--- src/rtl/wdt_pkg.sv ---
package wdt_pkg;

  localparam int DATA_W = 32;

  localparam logic [11:0] OFF_ID  = 12'h000;
  localparam logic [11:0] OFF_CFG = 12'h010;
  localparam logic [11:0] OFF_RS  = 12'h014;
  localparam logic [11:0] OFF_WE  = 12'h018;
  localparam logic [11:0] OFF_STA = 12'h01C;

  localparam logic [DATA_W-1:0] UNLOCK_KEY  = 32'h0000_5AA5;
  localparam logic [DATA_W-1:0] RESTART_KEY = 32'h0000_CAFE;

  typedef struct packed {
    logic [2:0] rst_sel;
    logic [3:0] int_sel;
    logic       rst_en;
    logic       int_en;
    logic       clk_sel;
    logic       en;
  } cfg_t;

  localparam int CFG_W = $bits(cfg_t);

  typedef enum logic [1:0] {
    ST_INT  = 2'd0,
    ST_RST  = 2'd1,
    ST_HOLD = 2'd2
  } stage_e;

  // first-stage exponent: 6, 8, then +1 up to 15, then +2 up to 31
  function automatic logic [4:0] int_exp(input logic [3:0] idx);
    int n;
    if (idx == 4'd0)      n = 6;
    else if (idx == 4'd1) n = 8;
    else if (idx < 4'd8)  n = int'(idx) + 8;
    else                  n = 17 + 2 * (int'(idx) - 8);
    return 5'(n);
  endfunction

  function automatic logic [4:0] rst_exp(input logic [2:0] idx);
    return 5'({2'b00, idx}) + 5'd7;
  endfunction

endpackage

--- src/rtl/wdt_regs.sv ---
module wdt_regs
  import wdt_pkg::*;
#(
  parameter int          ADDR_W      = 12,
  parameter int          MAX_INT_IDX = 15,
  parameter logic [31:0] ID_VALUE    = 32'h0057_D200
) (
  input  logic              clk_i,
  input  logic              rst_ni,
  input  logic              psel_i,
  input  logic              penable_i,
  input  logic              pwrite_i,
  input  logic [ADDR_W-1:0] paddr_i,
  input  logic [DATA_W-1:0] pwdata_i,
  output logic [DATA_W-1:0] prdata_o,
  input  logic              expire_i,
  output cfg_t              cfg_o,
  output logic              restart_o,
  output logic              unlock_o,
  output logic              wr_cfg_o,
  output logic              wr_rs_o,
  output logic              sta_w1c_o,
  output logic              flag_o
);

  localparam logic [3:0] MAX_SEL = 4'(MAX_INT_IDX);

  logic wr_acc;
  logic hit_id, hit_cfg, hit_rs, hit_we, hit_sta;
  logic wr_we, wr_sta;
  logic unlock_q, flag_q;
  cfg_t cfg_q, cfg_new;

  assign wr_acc  = psel_i & penable_i & pwrite_i;
  assign hit_id  = (paddr_i == OFF_ID[ADDR_W-1:0]);
  assign hit_cfg = (paddr_i == OFF_CFG[ADDR_W-1:0]);
  assign hit_rs  = (paddr_i == OFF_RS[ADDR_W-1:0]);
  assign hit_we  = (paddr_i == OFF_WE[ADDR_W-1:0]);
  assign hit_sta = (paddr_i == OFF_STA[ADDR_W-1:0]);

  assign wr_cfg_o  = wr_acc & hit_cfg;
  assign wr_rs_o   = wr_acc & hit_rs;
  assign wr_we     = wr_acc & hit_we;
  assign wr_sta    = wr_acc & hit_sta;
  assign sta_w1c_o = wr_sta & pwdata_i[0];
  assign restart_o = wr_rs_o & unlock_q & (pwdata_i == RESTART_KEY);

  always_comb begin
    cfg_new = cfg_t'(pwdata_i[CFG_W-1:0]);
    if (cfg_new.int_sel > MAX_SEL) cfg_new.int_sel = MAX_SEL;
  end

  always_ff @(posedge clk_i or negedge rst_ni) begin
    if (!rst_ni) begin
      unlock_q <= 1'b0;
      cfg_q    <= '0;
      flag_q   <= 1'b0;
    end else begin
      if (wr_we)                   unlock_q <= (pwdata_i == UNLOCK_KEY);
      else if (wr_cfg_o | wr_rs_o) unlock_q <= 1'b0;

      if (wr_cfg_o && unlock_q) cfg_q <= cfg_new;

      // set wins over clear
      if (expire_i)       flag_q <= 1'b1;
      else if (sta_w1c_o) flag_q <= 1'b0;
    end
  end

  always_comb begin
    prdata_o = '0;
    if (psel_i && !pwrite_i) begin
      if (hit_id)  prdata_o = ID_VALUE;
      if (hit_cfg) prdata_o[CFG_W-1:0] = cfg_q;
      if (hit_we)  prdata_o[0] = unlock_q;
      if (hit_sta) prdata_o[0] = flag_q;
    end
  end

  assign cfg_o    = cfg_q;
  assign unlock_o = unlock_q;
  assign flag_o   = flag_q;

endmodule

--- src/rtl/wdt_stage_timer.sv ---
module wdt_stage_timer #(
  parameter int CNT_W = 32
) (
  input  logic       clk_i,
  input  logic       rst_ni,
  input  logic       clr_i,
  input  logic       run_i,
  input  logic [4:0] exp_i,
  output logic       term_o
);

  logic [CNT_W-1:0] cnt_q;
  logic [CNT_W-1:0] last;

  // 2^exp - 1; >= keeps a shortened interval from wrapping
  assign last   = ~({CNT_W{1'b1}} << exp_i);
  assign term_o = run_i & (cnt_q >= last);

  always_ff @(posedge clk_i or negedge rst_ni) begin
    if (!rst_ni)     cnt_q <= '0;
    else if (clr_i)  cnt_q <= '0;
    else if (term_o) cnt_q <= '0;
    else if (run_i)  cnt_q <= cnt_q + 1'b1;
  end

endmodule

--- src/rtl/wdt_ctrl.sv ---
module wdt_ctrl
  import wdt_pkg::*;
(
  input  logic       clk_i,
  input  logic       rst_ni,
  input  cfg_t       cfg_i,
  input  logic       restart_i,
  input  logic [1:0] term_i,
  output logic [1:0] run_o,
  output logic [1:0] clr_o,
  output logic       expire_o,
  output logic       irq_o,
  output logic       rst_req_o
);

  stage_e stage_q;
  logic   rst_req_q;
  logic   halt;

  assign halt     = ~cfg_i.en | restart_i;
  assign run_o[0] = ~halt & (stage_q == ST_INT);
  assign run_o[1] = ~halt & (stage_q == ST_RST);
  assign clr_o[0] = halt | (stage_q != ST_INT);
  assign clr_o[1] = halt | (stage_q != ST_RST);
  assign expire_o = term_i[0];

  always_ff @(posedge clk_i or negedge rst_ni) begin
    if (!rst_ni) begin
      stage_q   <= ST_INT;
      rst_req_q <= 1'b0;
    end else begin
      rst_req_q <= 1'b0;
      if (halt) begin
        stage_q <= ST_INT;
      end else begin
        unique case (stage_q)
          ST_INT:  if (term_i[0]) stage_q <= ST_RST;
          ST_RST:  if (term_i[1]) begin
                     stage_q   <= ST_HOLD;
                     rst_req_q <= cfg_i.rst_en;
                   end
          default: stage_q <= ST_HOLD;
        endcase
      end
    end
  end

  assign irq_o     = cfg_i.en & cfg_i.int_en & (stage_q != ST_INT);
  assign rst_req_o = rst_req_q;

endmodule

--- src/rtl/wdt_two_stage.sv ---
module wdt_two_stage
  import wdt_pkg::*;
#(
  parameter int          ADDR_W   = 12,
  parameter int          CNT_W    = 32,
  parameter logic [31:0] ID_VALUE = 32'h0057_D200
) (
  input  logic              clk_i,
  input  logic              rst_ni,
  input  logic              psel_i,
  input  logic              penable_i,
  input  logic              pwrite_i,
  input  logic [ADDR_W-1:0] paddr_i,
  input  logic [31:0]       pwdata_i,
  output logic [31:0]       prdata_o,
  output logic              irq_o,
  output logic              rst_req_o
);

  // CNT_W of 16 or more; below 32 the first-stage selector tops out at 7
  localparam int MAX_INT_IDX = (CNT_W >= 32) ? 15 : 7;
  localparam int N_STAGE     = 2;

  cfg_t       cfg_q;
  logic       restart_vld, unlock_q, wr_cfg, wr_rs, sta_w1c, flag_q;
  logic       expire_evt;
  logic [1:0] run, clr, term;
  logic [4:0] stage_exp [N_STAGE];

  assign stage_exp[0] = int_exp(cfg_q.int_sel);
  assign stage_exp[1] = rst_exp(cfg_q.rst_sel);

  wdt_regs #(
    .ADDR_W     (ADDR_W),
    .MAX_INT_IDX(MAX_INT_IDX),
    .ID_VALUE   (ID_VALUE)
  ) u_regs (
    .clk_i     (clk_i),
    .rst_ni    (rst_ni),
    .psel_i    (psel_i),
    .penable_i (penable_i),
    .pwrite_i  (pwrite_i),
    .paddr_i   (paddr_i),
    .pwdata_i  (pwdata_i),
    .prdata_o  (prdata_o),
    .expire_i  (expire_evt),
    .cfg_o     (cfg_q),
    .restart_o (restart_vld),
    .unlock_o  (unlock_q),
    .wr_cfg_o  (wr_cfg),
    .wr_rs_o   (wr_rs),
    .sta_w1c_o (sta_w1c),
    .flag_o    (flag_q)
  );

  for (genvar g = 0; g < N_STAGE; g++) begin : g_stage
    wdt_stage_timer #(.CNT_W(CNT_W)) u_tmr (
      .clk_i  (clk_i),
      .rst_ni (rst_ni),
      .clr_i  (clr[g]),
      .run_i  (run[g]),
      .exp_i  (stage_exp[g]),
      .term_o (term[g])
    );
  end

  wdt_ctrl u_ctrl (
    .clk_i     (clk_i),
    .rst_ni    (rst_ni),
    .cfg_i     (cfg_q),
    .restart_i (restart_vld),
    .term_i    (term),
    .run_o     (run),
    .clr_o     (clr),
    .expire_o  (expire_evt),
    .irq_o     (irq_o),
    .rst_req_o (rst_req_o)
  );

endmodule

--- config.mk ---
export PLATFORM = sky130hd
export DESIGN_NAME = wdt_two_stage
export DESIGN_NICKNAME = d
export VERILOG_FILES = /design/src/rtl/wdt_pkg.sv /design/src/rtl/wdt_regs.sv /design/src/rtl/wdt_stage_timer.sv /design/src/rtl/wdt_ctrl.sv /design/src/rtl/wdt_two_stage.sv
export SDC_FILE = /design/constraint.sdc
export NUM_CORES = 1
export LEC_CHECK = 0
export ABC_AREA = 1
export ABC_CLOCK_PERIOD_IN_PS = 7450
export BUFFER_PORTS_ARGS = -buffer_cell sky130_fd_sc_hd__buf_2
export CORE_MARGIN = 2
export CORE_UTILIZATION = 63
export CTS_BUF_LIST = sky130_fd_sc_hd__clkbuf_4 sky130_fd_sc_hd__clkbuf_8 sky130_fd_sc_hd__clkbuf_16
export CTS_CLUSTER_SIZE = 40
export DETAILED_ROUTE_END_ITERATION = 8
export PLACE_DENSITY = 0.86
export SYNTH_ARGS = -nofsm -noshare
export SYNTH_HDL_FRONTEND = slang
export SYNTH_SLANG_ARGS = --single-unit
--- constraint.sdc ---
create_clock -name clk_i -period 7.45 [get_ports clk_i]
set_clock_uncertainty 0.1 [all_clocks]
set_input_delay 0 -clock clk_i [delete_from_list [all_inputs] [get_ports clk_i]]
set_output_delay 0 -clock clk_i [all_outputs]
set_load 0.01 [all_outputs]
# Word level (Yosys, flattened, before mapping)
# Index checks and enable logic that the tools add are counted.
# word_totals
elab_cells	96
ramBits	0
mem_bits_ro	0
reg_bits	80
latchBits	0
n_memories	0
# op_classes
mul	0
shift	2
addsub	6
magnitude_cmp	4
div_mod_pow	0
n_eq_ne	11
n_bitwise	23
mux	26
reduce_logical	12
# op_table
op	n
32-bit two-way mux	7
32-bit by 1-bit adder with 32-bit output, second input constant	2
32-bit >= comparator	2
32-bit inverter	2
12-bit by 5-bit equality test with 1-bit output, second input constant	4
32-bit by 15-bit equality test with 1-bit output, second input constant	1
32-bit by 16-bit equality test with 1-bit output, second input constant	1
32-bit by 4-bit left shift with 32-bit output, first input constant	1
32-bit by 5-bit left shift with 32-bit output, first input constant	1
23-bit two-way mux	1
1-bit AND	15
5-bit two-way mux	3
12-bit logical NOT	1
11-bit two-way mux	1
1-bit two-way mux	9
2-bit two-way mux	3
3-bit by 2-bit != test with 1-bit output, second input constant	2
2-bit nonzero test	3
3-bit nonzero test	2
4-bit by 4-bit adder with 5-bit output, second input constant	1
5-bit adder, first input constant	1
3-bit by 3-bit adder with 4-bit output, second input constant	1
4-bit by 1-bit equality test with 1-bit output, second input constant	1
4-bit greater-than comparator, second input constant	1
other kinds (13)	18

# Depth between registers and ports, before layout
# Gate-level depths: netlist of the first run.
# depth
depth_word	12
mapped_depth	20

# Modules after synthesis
# Synthesis of the first run repeated with hierarchy kept, for this count alone.
# hier_totals
cells_unflattened	1280
hier_area_um2	7941.4
# by_module_without_submodules
mod	area_each_um2	cells_per_inst	n_inst
wdt_stage_timer (g_stage[0].u_tmr)	3215.6	509	1
wdt_stage_timer (g_stage[1].u_tmr)	3188.1	513	1
wdt_regs	1213.7	201	1
wdt_ctrl	202.7	29	1
wdt_two_stage	121.4	28	1

# Worst setup path after synthesis of the first run
# Ideal clock, no wire load.
# synth_path
path_kind	reg2reg
start	register, netlist name u_regs.cfg_o[8]
end	register g_stage[1].u_tmr.cnt_q[9]
path_stages_with_launch	21
arrival_ps	2375
n_path_buf	1
period_less_slack_ps	2544
required_time_ps	7281
setup_ps	69
setup_slack_ps	4906
path_cell_list	dfrtp_1 -> inv_1 -> ha_1 -> inv_1 -> ha_1 -> nor2_1 -> inv_1 -> nor2_1 -> ha_1 -> nand2_1 -> nand2_1 -> nand2_1 -> nand2_1 -> nand2_1 -> nand2_1 -> nand2_1 -> nand3_1 -> nor2_2 -> nand2_4 -> buf_8 -> nor2_2
# synth_between
elab_chain_len	7
# synth_lines
element	line_no	text
3-bit by 3-bit adder with 4-bit output (*)	wdt_pkg.sv:42	return 5'({2'b00, idx}) + 5'd7;
32-bit by 4-bit left shift with 32-bit output (*)	wdt_stage_timer.sv:16	assign last = ~({CNT_W{1'b1}} << exp_i);
32-bit inverter (*)	wdt_stage_timer.sv:16	
32-bit >= comparator (*)	wdt_stage_timer.sv:17	assign term_o = run_i & (cnt_q >= last);
1-bit AND (*)	wdt_stage_timer.sv:17	
32-bit two-way mux	wdt_stage_timer.sv:22	else if (term_o) cnt_q <= '0;
32-bit two-way mux	wdt_stage_timer.sv:21	else if (clr_i) cnt_q <= '0;
to (signal assigned)	wdt_stage_timer.sv:23	else if (run_i) cnt_q <= cnt_q + 1'b1;
to (decl)	wdt_stage_timer.sv:12	logic [CNT_W-1:0] cnt_q;
# Mark *: on every way between the ends. The rest lies on a longest branch, timed or not.
# A chain may end at the register's enable or synchronous reset.

# Final worst setup path of the first run
# layout_path
start	register, netlist name u_regs.cfg_o[7]
end	register u_ctrl.stage_q[0]
# layout_between
elab_chain_len	11
# layout_lines
element	line_no	text
4-bit subtractor	wdt_pkg.sv:37	else n = 17 + 2 * (int'(idx) - 8);
5-bit adder	wdt_pkg.sv:37	
5-bit two-way mux	wdt_pkg.sv:36	else if (idx < 4'd8) n = int'(idx) + 8;
5-bit two-way mux	wdt_pkg.sv:35	else if (idx == 4'd1) n = 8;
5-bit two-way mux (*)	wdt_pkg.sv:34	if (idx == 4'd0) n = 6;
32-bit by 5-bit left shift with 32-bit output (*)	wdt_stage_timer.sv:16	
32-bit inverter (*)	wdt_stage_timer.sv:16	
32-bit >= comparator (*)	wdt_stage_timer.sv:17	
1-bit AND (*)	wdt_stage_timer.sv:17	
3-bit by 2-bit != test with 1-bit output (no source line) (*)	-	
2-bit AND reduction (no source line) (*)	-	
to (signal assigned)	wdt_ctrl.sv:29	stage_q <= ST_INT;
to (signal assigned)	wdt_ctrl.sv:34	stage_q <= ST_INT;
to (signal assigned)	wdt_ctrl.sv:37	ST_INT: if (term_i[0]) stage_q <= ST_RST;
to (decl)	wdt_ctrl.sv:16	stage_e stage_q;
# Marked as above.

==> results.py, run 1 <==
metrics = {
    "global_routing": {
        "grt_busiest_layer": "met2",
        "gr-total-overflow": 0,
        "first_global_vias": 5219,
        "grt_max_degree": 81,
        "grt_use_met3": 0.0481,
        "grt_use_total": 0.303,
        "gr-usage-met1": 0.369,
        "grt_pass1_wl_mm": 24.0,
        "antenna_found_initial": 0,
        "globalRouteMet2Util": 0.534,
    },
    "floorplan": {
        "die_w_um": 99.8,
        "die_area_mm2": 0.00996,
        "core_mm2": 0.00881,
        "io_pins": 83,
        "start_util": 0.657,
        "die_h_um": 99.8,
        "row_count": 34,
    },
    "synthesis": {
        "ys_ff_latch": 80,
        "async_flop_share": 1.00,
        "syn_area_mm2": 0.00578,
        "seq_area_frac_synth": 0.346,
        "synth_area_per_cell_um2": 7.39,
        "yosys_warnings": 0,
        "synth-main-ff-cell": "dfrtp_1",
        "synth-edff-count": 0,
        "syn_inst": 783,
        "synth.distinct_cells": 36,
    },
    "placement": {
        "finalWeightedCongestion": 0.914,
        "port-buffer-count": 69,
        "post-place-ws_ns": 4.28,
        "dp_hpwl_mm": 10.9,
        "dp_cells": 961,
    },
    "setup_path": {
        "critPathSlowestCell": "nand2_1",
        "crit_required_ns": 7.65,
        "crit_chain": "nor2_1, inv_1, o21ai_0, ha_1, nand2_1, nor2_1, nand2_1, nor2_1, nor2_1, nand2_1, nand2_1, nand2_1, nand2_1, nand2_1",
        "arrival_ns": 3.37,
        "cpMostUsedCell": "nand2_1",
        "timing.critical_path.fanout_max": 33,
        "crit_type": "flip-flop to flip-flop",
        "startpoint_type": "flip-flop",
        "cp_slowest_stage_delay_ns": 0.87,
        "crit_path_end_kind": "flip-flop",
    },
    "cts": {
        "cts_setup_buffers": 0,
        "cts_tree": "done",
        "clockRootBuffer": "clkbuf_8",
        "cts_resized": 0,
        "cts_buffer_depth": 2,
        "clk_pin_slew_ns": 0.10,
        "h-tree-depth": 3,
        "numCtsBuffers": 9,
        "clkSinkCount": 80,
        "clk_latency_ns": 0.36,
    },
    "job": {
        "maxCapViolations": 0,
    },
    "drt": {
        "drt_first_pass_iters": 5,
        "vias": 5329,
        "drc": 0,
        "drtIter0Drc": 262,
        "wirelength_mm": 14.3,
        "wl_per_cell_um": 14.4,
        "ant_nets": 0,
        "viasPerCell": 5.37,
    },
    "cells_and_area": {
        "area_growth_pct": 12.9,
        "fillers": 693,
        "drive_above_1_share": 0.146,
        "antenna_cells": 0,
        "nNetsFinal": 980,
        "fin_cells": 992,
    },
    "sta": {
        "slew_viol_final": 0,
        "rsz0062_at_grt": "no",
        "worst_pin_slew_ns": 1.21,
        "setup_tns_ns": 0,
        "setup_ws_ns": 4.27,
        "min_period_ns": 3.18,
        "fin_hold_ws_ns": 0.0136,
        "finalSetupViolCount": 0,
        "fin_crit_sh": 0.426,
        "hold_violations": 0,
        "maxSlewHeadroom": 0.191,
        "fmax_mhz": 315,
    },
    "status": {
        "status": "completed",
    },
    "power": {
        "powerDensity_mw_per_mm2": 129,
        "peakVddDrop_uv": 99.9,
        "total_power_mw": 0.839,
        "cellLeakagePower_nw": 3.19,
    },
    "min_path": {
        "min_path_type": "primary input to flip-flop",
    },
}
area by class of cell:
class                           instances  area, um^2  area share
Clock inverter                          7        86.3      0.0132
Inverter                              104         390      0.0598
Sequential cell                        80        2000       0.307
Multi-Input combinational cell        600        3290       0.504
Timing Repair Buffer                   84         498      0.0763
Tap cell                              108         135      0.0207
Clock buffer                            9         124      0.0190
power breakdown:
part / total (mW) / switching, mW / leakage [nW] / internal [mW]
registers: 0.440 / 0.00134 / 1.08 / 0.438
logic: 0.0511 / 0.0320 / 2.01 / 0.0190
clock network: 0.349 / 0.186 / 0.104 / 0.163
total: 0.839 / 0.219 / 3.19 / 0.620
kinds of logic (layout without fill, tap and decap cells):
logic type	count (synthesis)	in the layout	share of synthesized area
muxes	3	3	0.00584
adders and majority gates	52	52	0.113
xor gates and xnor gates	30	30	0.0454
AOI/OAI and AO/OA	49	49	0.0467
and+or+nand+nor	431	431	0.336
other	2	35	0.00130
DFF	80	80	0.346
buffers and inverters	136	204	0.106
routing by layer:
layer / routed length (um) / part of all wire / vias to the layer above
li1: - / - / 2638
met1: 5900 / 0.41 / 2492
met2: 7290 / 0.51 / 156
met3: 632 / 0.044 / 43
met4: 486 / 0.034 / 0
met5: 0 / 0 / -
registers in the layout (all words and copies together), names as in the netlist:
signal and flops:
g_stage.u_tmr.cnt_q 64, u_regs.cfg_o 11, u_ctrl.stage_q 2, u_ctrl.rst_req_o 1, u_regs.flag_o 1, u_regs.unlock_o 1
stage by stage:
stage	util	instance area (um^2)
after floorplan	-	5910
after global placement	0.700	6170
after detailed placement	0.700	6170
after CTS	0.741	6530
after global routing	0.741	6530
final	0.741	6530
synth_stat cells (16+ instances only):
cell type  instances  area share
a21oi_1           19       0.016
nor2_2            16       0.017
inv_1            100       0.065
nand4_1           17       0.018
nor2_1            99       0.064
nand2_1          185        0.12
nand3_1           29       0.025
dfrtp_1           80        0.35
ha_1              52        0.11
xor2_1            20       0.030
nor3_1            62       0.054
buf_4             23       0.030
path summary, 6_finish.rpt:
check	from	end	slack (ns)	depth (start not counted)
setup / recovery	u_regs.cfg_o[7]	u_ctrl.stage_q[0]	4.27	14
hold / removal	penable_i	u_regs.unlock_o	0.01	5
setup reg to reg	u_regs.cfg_o[7]	u_ctrl.stage_q[0]	4.27	14
hold reg to reg	g_stage[1].u_tmr.cnt_q[0]	g_stage[1].u_tmr.cnt_q[0]	0.39	1
max in group asynchronous	rst_ni	g_stage[1].u_tmr.cnt_q[12]	6.35	2
min in group asynchronous	rst_ni	g_stage[0].u_tmr.cnt_q[8]	0.25	2
layout by cell type (no fill, tap or decap), drive strengths merged, types with 9 or more instances in the layout:
| cell | n |
|---|---|
| nand2 | 190 |
| nor2 | 120 |
| inv | 108 |
| dfrtp | 80 |
| buf | 69 |
| nor3 | 68 |
| ha | 52 |
| conb | 35 |
| nand3 | 33 |
| o21ai | 21 |
| xor2 | 20 |
| a21oi | 19 |
| nand4 | 17 |
| dlygate4sd3 | 15 |
| xnor2 | 10 |
| clkbuf | 9 |
critical path: cells and delay by family, from the launching register on:
kind            cells  cell delay [ns]
buf+inv             1             0.16
compound gates      1             0.13
fa+ha+maj           1             0.32
flops               1             0.54
simple gates       11             1.86
what timing repair did:
action,in CTS,in global routing
hold endpoints to repair,93,0
setup endpoints to repair,0,0
hold buffers,15,0
Power figures use the tool's default switching activity.
==> run 2: changes to the inputs <==
--- a/config.mk
+++ b/config.mk
@@ -5,15 +5,15 @@
 export SDC_FILE = /design/constraint.sdc
 export NUM_CORES = 1
 export LEC_CHECK = 0
-export ABC_AREA = 1
-export ABC_CLOCK_PERIOD_IN_PS = 7450
+export ABC_AREA = 0
+export ABC_CLOCK_PERIOD_IN_PS = 3060
 export BUFFER_PORTS_ARGS = -buffer_cell sky130_fd_sc_hd__buf_2
 export CORE_MARGIN = 2
-export CORE_UTILIZATION = 63
+export CORE_UTILIZATION = 57
 export CTS_BUF_LIST = sky130_fd_sc_hd__clkbuf_4 sky130_fd_sc_hd__clkbuf_8 sky130_fd_sc_hd__clkbuf_16
 export CTS_CLUSTER_SIZE = 40
 export DETAILED_ROUTE_END_ITERATION = 8
-export PLACE_DENSITY = 0.86
+export PLACE_DENSITY = 0.79
 export SYNTH_ARGS = -nofsm -noshare
 export SYNTH_HDL_FRONTEND = slang
 export SYNTH_SLANG_ARGS = --single-unit
==> constraint.sdc (replaced) <==
create_clock -name clk_i -period 3.06 [get_ports clk_i]
set_clock_uncertainty 0.1 [all_clocks]
set_input_delay 0 -clock clk_i [delete_from_list [all_inputs] [get_ports clk_i]]
set_output_delay 0 -clock clk_i [all_outputs]
set_load 0.01 [all_outputs]
==> run 2 against run 1 <==
Net effect: the flow now finishes with violations (negative setup slack); cell area shrank 4.9%; utilization shrank 3.3 points; die area shrank 1.2%; synthesized cell count shrank 31%; total power grew 140%; global-route usage shrank 5.7 points; worst setup slack lost 4.4 ns; via count shrank 19%; non-clock buffer count grew 28; first-iteration DRC count shrank 54%; sequential power grew 140%; critical path type unchanged; critical endpoint is now g_stage[1].u_tmr.cnt_q[11].
==> results.py, run 2 <==
metrics = {
    "setup_path": {
        "crit_type": "flip-flop to flip-flop",
        "timing.critical_path.fanout_max": 8,
        "arrival_ns": 3.38,
        "crit_path_end_kind": "flip-flop",
        "crit_required_ns": 3.24,
        "startpoint_type": "flip-flop",
    },
    "synthesis": {
        "syn_area_mm2": 0.00517,
        "muxShareOfSynthArea": 0.0262,
        "synth-main-ff-cell": "dfrtp_1",
        "yosys.area_share.simple": 0.242,
        "synth-xor-area-share": 0.0695,
        "async_flop_share": 1.00,
        "synth.distinct_cells": 52,
        "synthTopCellsByArea": "dfrtp_1 39%, ha_1 13%, nor2_1 5.4%",
        "synth_area_per_cell_um2": 9.62,
        "synth_top_area_cell": "dfrtp_1",
        "seq_area_frac_synth": 0.388,
        "yosys.cell_count.top_type": "dfrtp_1",
        "synth_compound_area_frac": 0.0867,
        "ys_ff_latch": 80,
        "syn_inst": 537,
        "yosys_warnings": 0,
        "ys_top_cells_by_count": "80 x dfrtp_1, 74 x nor2_1, 52 x ha_1",
        "synth_top_family_by_area": "simple AND/OR/NAND/NOR gates",
        "synth_fa_ha_area_frac": 0.126,
        "netlist.area_leader.share": 0.388,
        "synth-edff-count": 0,
    },
    "cells_and_area": {
        "final_common_cell": "dfrtp_1",
        "fin_cells": 771,
        "drive_above_1_share": 0.238,
        "largest_reg_flops": 64,
        "antenna_cells": 0,
        "regMostFlops": "g_stage.u_tmr.cnt_q",
        "area_growth_pct": 20.2,
        "final_cell_mix": "79 x dfrtp_1, 69 x nor2_1, 68 x buf_2",
        "nNetsFinal": 759,
        "design_area_mm2": 0.00621,
    },
    "placement": {
        "post_dp_cell_area_mm2": 0.00571,
        "dp_hpwl_mm": 8.41,
        "post-place-ws_ns": -0.143,
        "finalWeightedCongestion": 0.840,
        "dp_cells": 731,
        "port-buffer-count": 69,
    },
    "drt": {
        "drt_first_pass_iters": 4,
        "drtIter0Drc": 121,
        "ant_nets": 0,
        "vias": 4303,
        "wl_per_cell_um": 14.9,
        "wirelength_mm": 11.5,
        "viasPerCell": 5.58,
        "drc": 0,
    },
    "cts": {
        "cts_tree": "done",
        "clk_latency_ns": 0.34,
        "cts_buffer_depth": 2,
        "clk_pin_slew_ns": 0.08,
        "numCtsBuffers": 9,
        "clkSinkCount": 80,
        "clockRootBuffer": "clkbuf_8",
        "h-tree-depth": 3,
    },
    "global_routing": {
        "gr-total-overflow": 0,
        "globalRouteMet2Util": 0.424,
        "grt_pass1_wl_mm": 19.7,
        "gr-usage-met1": 0.319,
        "first_global_vias": 4254,
        "antenna_found_initial": 0,
        "grt_use_total": 0.246,
        "grt_use_met3": 0.0309,
        "grt_busiest_layer": "met2",
        "grt_max_degree": 81,
    },
    "floorplan": {
        "die_area_mm2": 0.00984,
        "start_util": 0.590,
        "core_mm2": 0.00876,
        "io_pins": 83,
        "die_w_um": 99.2,
        "die_h_um": 99.2,
        "row_count": 34,
    },
    "power": {
        "peakVddDrop_uv": 194,
        "internal-power_mw": 1.56,
        "powerDensity_mw_per_mm2": 319,
        "pwr-share-comb": 0.051,
        "total_power_mw": 1.98,
        "seqPwrFrac": 0.540,
        "p_switching_mw": 0.421,
        "pwr-share-clk": 0.409,
        "swShare": 0.212,
        "cellLeakagePower_nw": 2.89,
    },
    "sta": {
        "rsz0062_at_grt": "yes",
        "min_period_ns": 3.20,
        "finalSetupViolCount": 16,
        "hold_violations": 0,
        "slew_viol_final": 0,
        "fin_crit_sh": 1.04,
        "fmax_mhz": 313,
        "setup_tns_ns": -2.00,
        "worst_pin_slew_ns": 0.991,
        "setup_ws_ns": -0.136,
        "maxSlewHeadroom": 0.339,
    },
    "job": {
        "maxCapViolations": 0,
    },
    "min_path": {
        "min_path_type": "primary input to flip-flop",
    },
    "status": {
        "violations": "negative setup slack",
        "status": "finished, violations left",
    },
}
## run 2: changes by cell type in the layout (fill, tap and decap cells not counted), moves of 7 or more
cell	delta
o21ai_1	-7
and2_1	+9
nand2_1	-154
and3_1	+8
nor2_1	-30
inv_1	-87
nor4_1	+11
mux2_2	+9
nor2_4	+7
xnor2_1	+9
nor3_1	-47
buf_4	+24
nor2_2	-13
## run 2: path summary, 6_finish.rpt
path	start	to	slack, ns	cells past startpoint
setup / recovery	u_regs.cfg_o[8]	g_stage[1].u_tmr.cnt_q[11]	-0.14	14
hold / removal	pwdata_i[31]	u_ctrl.stage_q[1]	0.06	5
setup reg to reg	u_regs.cfg_o[8]	g_stage[1].u_tmr.cnt_q[11]	-0.14	14
hold reg to reg	g_stage[1].u_tmr.cnt_q[0]	g_stage[1].u_tmr.cnt_q[0]	0.40	1
max in group asynchronous	rst_ni	u_regs.cfg_o[6]	1.91	2
min in group asynchronous	rst_ni	u_regs.cfg_o[2]	0.25	2
## run 2: power groups by stage
stage                     combinational (mW)  sequential [mW]  clock [mW]
after CTS                             0.0999             1.07       0.821
after global routing                   0.114             1.07       0.867
final                                  0.101             1.07       0.811
after floorplan                       0.0364             1.09           0
after detailed placement              0.0855             1.09           0
after global placement                0.0822             1.09           0
## run 2: worst max-delay path, stage by stage, from the launching register on
cell and delay, ns:
dfrtp_1 0.39, inv_2 0.08, ha_4 0.13, inv_2 0.04, ha_4 0.27, nor2b_4 0.15
nor2_1 0.05, ha_1 0.29, a21o_1 0.17, a221oi_2 0.23, o21ai_1 0.11, a211o_1 0.29
or4_4 0.55, buf_16 0.19, nor2_4 0.10
## run 2: through the flow
step                      hold WS [ns]  utilization
final                           0.0583        0.709
after global routing            0.0772        0.709
after CTS                       0.0574        0.701
after detailed placement         0.133        0.651
after global placement           0.111        0.651
after floorplan                 -0.396            -
## run 2: area by class of cell
class,count,area (um^2)
fill,641,2550
inverter,16,60.1
clock buffer,14,174
timing repair buffer,112,746
multi-input combinational,439,3050
clock inverter,2,37.5
tap,108,135
sequential,80,2000
## run 2: per-layer routing
metal	wire length, um	share of wire
met5	0	0
met4	180	0.016
met3	563	0.049
met2	5760	0.50
met1	5010	0.44
## run 2: repair_timing
item,in CTS,in global routing
gates cloned,1,0
hold buffers,17,0
gates resized for setup,3,12
endpoints found under the hold margin,93,0
buffers inserted,3,3
setup endpoints to repair,16,51
## run 2: cells by family (layout without fill, tap and decap cells)
family | count (synthesis) | count (layout)
muxes | 12 | 12
AOI/OAI and AO/OA | 65 | 65
DFF | 80 | 80
and+or+nand+nor | 234 | 234
buffers and inverters | 51 | 144
adders and majority gates | 52 | 52
other | 2 | 35
xor gates and xnor gates | 41 | 41
==> run 3: changes to the inputs <==
--- a/config.mk
+++ b/config.mk
@@ -5,15 +5,15 @@
 export SDC_FILE = /design/constraint.sdc
 export NUM_CORES = 1
 export LEC_CHECK = 0
-export ABC_AREA = 0
+export ABC_AREA = 1
 export ABC_CLOCK_PERIOD_IN_PS = 3060
 export BUFFER_PORTS_ARGS = -buffer_cell sky130_fd_sc_hd__buf_2
 export CORE_MARGIN = 2
-export CORE_UTILIZATION = 57
+export CORE_UTILIZATION = 58
 export CTS_BUF_LIST = sky130_fd_sc_hd__clkbuf_4 sky130_fd_sc_hd__clkbuf_8 sky130_fd_sc_hd__clkbuf_16
 export CTS_CLUSTER_SIZE = 40
 export DETAILED_ROUTE_END_ITERATION = 8
-export PLACE_DENSITY = 0.79
+export PLACE_DENSITY = 0.8
 export SYNTH_ARGS = -nofsm -noshare
 export SYNTH_HDL_FRONTEND = slang
 export SYNTH_SLANG_ARGS = --single-unit
==> run 3 against run 2 <==
Net effect: the flow now finishes without violations; clock-buffer cell count fell by 5; clock power rose by 14%; sequential share of layout area fell by 2.2 points; via count rose by 24%; hold slack got worse by 0.034 ns; critical path type is now primary input to flip-flop; largest cell class unchanged.
==> results.py, run 3 (same netlist as run 1, synthesis figures left out) <==
metrics = {
    "drt": {
        "wirelength_mm": 13.9,
        "viasPerCell": 5.20,
        "vias": 5324,
        "drt_first_pass_iters": 6,
        "ant_nets": 0,
        "wl_per_cell_um": 13.6,
        "drc": 0,
        "drtIter0Drc": 338,
    },
    "cells_and_area": {
        "area_growth_pct": 15.1,
        "drive_above_1_share": 0.149,
        "final_common_cell": "nand2_1",
        "largest_reg_flops": 64,
        "fin_cells": 1023,
        "design_area_mm2": 0.00666,
        "regMostFlops": "g_stage.u_tmr.cnt_q",
        "utilization": 0.684,
        "antenna_cells": 0,
        "final_cell_mix": "185 x nand2_1, 100 x inv_1, 97 x nor2_1",
        "nNetsFinal": 986,
    },
    "setup_path": {
        "cp_slowest_stage_delay_ns": 0.58,
        "crit_chain": "dlygate4sd3_1, buf_2, inv_1, nand2_1, nor2_2, nand4_1, dlygate4sd3_1, nor3_1, nand2_1, dlygate4sd3_1, o21ai_0, dlygate4sd3_1",
        "rr_startpoint": "u_regs.cfg_o[9]",
        "critPathSlowestCell": "dlygate4sd3_1",
        "arrival_ns": 3.11,
        "r2r_slack_ns": 0.23,
        "crit_path_end_kind": "flip-flop",
        "startpoint_type": "primary input",
        "crit_required_ns": 3.26,
        "crit_buf_inv": 6,
        "reg2regPathDepth": 19,
        "r2r-end": "g_stage[1].u_tmr.cnt_q[5]",
        "path_delay_family": "buffers and inverters",
        "crit_type": "primary input to flip-flop",
        "critical_path_depth": 12,
        "cpMostUsedCell": "dlygate4sd3_1",
        "timing.critical_path.fanout_max": 2,
    },
    "placement": {
        "finalWeightedCongestion": 0.951,
        "dp_cells": 988,
        "post_dp_cell_area_mm2": 0.00622,
        "port-buffer-count": 69,
        "dp_hpwl_mm": 10.4,
    },
    "min_path": {
        "min_from": "paddr_i[2]",
        "min_path_type": "primary input to flip-flop",
        "hold_depth": 6,
        "whs_endpoint": "u_regs.flag_o",
    },
    "power": {
        "seqPwrFrac": 0.505,
        "swShare": 0.246,
        "powerDensity_mw_per_mm2": 318,
        "internal-power_mw": 1.60,
        "p_switching_mw": 0.522,
        "cellLeakagePower_nw": 3.24,
        "pwr-share-clk": 0.435,
        "peakVddDrop_uv": 241,
        "pwr-share-comb": 0.059,
    },
    "floorplan": {
        "die_h_um": 104,
        "die_area_mm2": 0.0108,
        "row_count": 36,
        "core_mm2": 0.00973,
        "start_util": 0.594,
        "die_w_um": 104,
        "io_pins": 83,
    },
    "sta": {
        "rsz0062_at_grt": "no",
        "maxSlewHeadroom": 0.339,
        "fmax_mhz": 343,
        "min_period_ns": 2.91,
        "slew_viol_final": 0,
        "finalSetupViolCount": 0,
        "fin_crit_sh": 0.952,
        "hold_violations": 0,
        "setup_tns_ns": 0,
        "worst_pin_slew_ns": 0.992,
    },
    "cts": {
        "cts_tree": "done",
        "h-tree-depth": 3,
        "clockRootBuffer": "clkbuf_8",
        "clk_latency_ns": 0.36,
        "clk_pin_slew_ns": 0.09,
        "numCtsBuffers": 9,
        "clkSinkCount": 80,
        "cts_buffer_depth": 2,
        "cts_setup_buffers": 0,
    },
    "global_routing": {
        "grt_max_degree": 81,
        "gr-usage-met1": 0.314,
        "first_global_vias": 5169,
        "antenna_found_initial": 0,
        "globalRouteMet2Util": 0.475,
        "grt_use_total": 0.264,
        "grt_use_met3": 0.0370,
        "grt_busiest_layer": "met2",
        "gr-total-overflow": 0,
        "grt_pass1_wl_mm": 23.2,
    },
    "job": {
        "maxCapViolations": 0,
    },
    "status": {
        "status": "completed",
    },
}
==> run 3: power groups by stage <==
stage	logic, mW	registers (mW)	clock network (mW)
finish	0.126	1.07	0.922
global route	0.143	1.07	0.988
CTS	0.123	1.07	0.935
detailed placement	0.107	1.09	0
global placement	0.104	1.09	0
floorplan	0.0571	1.09	0
==> run 3: what timing repair did <==
action	4_1_cts	5_1_grt
endpoints found under the setup margin	0	18
resized for setup	0	3
endpoints found under the hold margin	93	0
hold buffers	19	0
==> run 3: layout make-up <==
type	count	area, um^2
inverters	104	390
fillers	825	3070
clock buffers	9	124
clock inverters	7	109
well taps	133	166
flip-flops and latches	80	2000
multi-input cells	600	3300
repair buffers	90	566
==> run 3: how the worst max path moves through the flow <==
stage               startpoint                        end  slack, ns
6_report           pwdata_i[8]            u_regs.unlock_o       0.15
5_1_grt        u_regs.cfg_o[9]  g_stage[1].u_tmr.cnt_q[5]       0.01
4_1_cts        u_regs.cfg_o[9]  g_stage[1].u_tmr.cnt_q[5]       0.19
3_5_place_dp   u_regs.cfg_o[9]  g_stage[1].u_tmr.cnt_q[5]       0.22
3_3_place_gp   u_regs.cfg_o[9]  g_stage[1].u_tmr.cnt_q[0]       0.40
2_1_floorplan  u_regs.cfg_o[8]  g_stage[1].u_tmr.cnt_q[9]       0.52
==> run 3: worst reg2reg max path, cell delays in order, from the launching register on <==
cell and delay (ns):
dfrtp_1 0.43, inv_1 0.09, ha_1 0.17, inv_1 0.06, ha_1 0.33, nor2_2 0.18, inv_1 0.08, nor2_1 0.12
ha_1 0.26, nand2_1 0.07, nand2_1 0.05, nand2_1 0.05, nand2_1 0.05, nand2_1 0.05, nand2_1 0.05, nand2_1 0.07
nand3_1 0.11, nor2_4 0.14, nand2_4 0.17, nor2_1 0.14
==> run 3: per-layer routing <==
layer | share of wire | up-vias
met5 | 0 | -
met4 | 0.037 | 0
met3 | 0.051 | 47
met2 | 0.51 | 174
met1 | 0.40 | 2442
li1 | - | 2661
==> run 3: metrics by stage <==
| stage | setup slack, ns | total power, mW | hold slack, ns |
|---|---|---|---|
| finish | 0.148 | 2.12 | 0.0238 |
| global route | 0.0101 | 2.20 | 0.0714 |
| CTS | 0.187 | 2.13 | 0.0125 |
| detailed placement | 0.218 | 1.20 | 0.129 |
| global placement | 0.405 | 1.19 | 0.116 |
| floorplan | 0.516 | 1.15 | -0.396 |
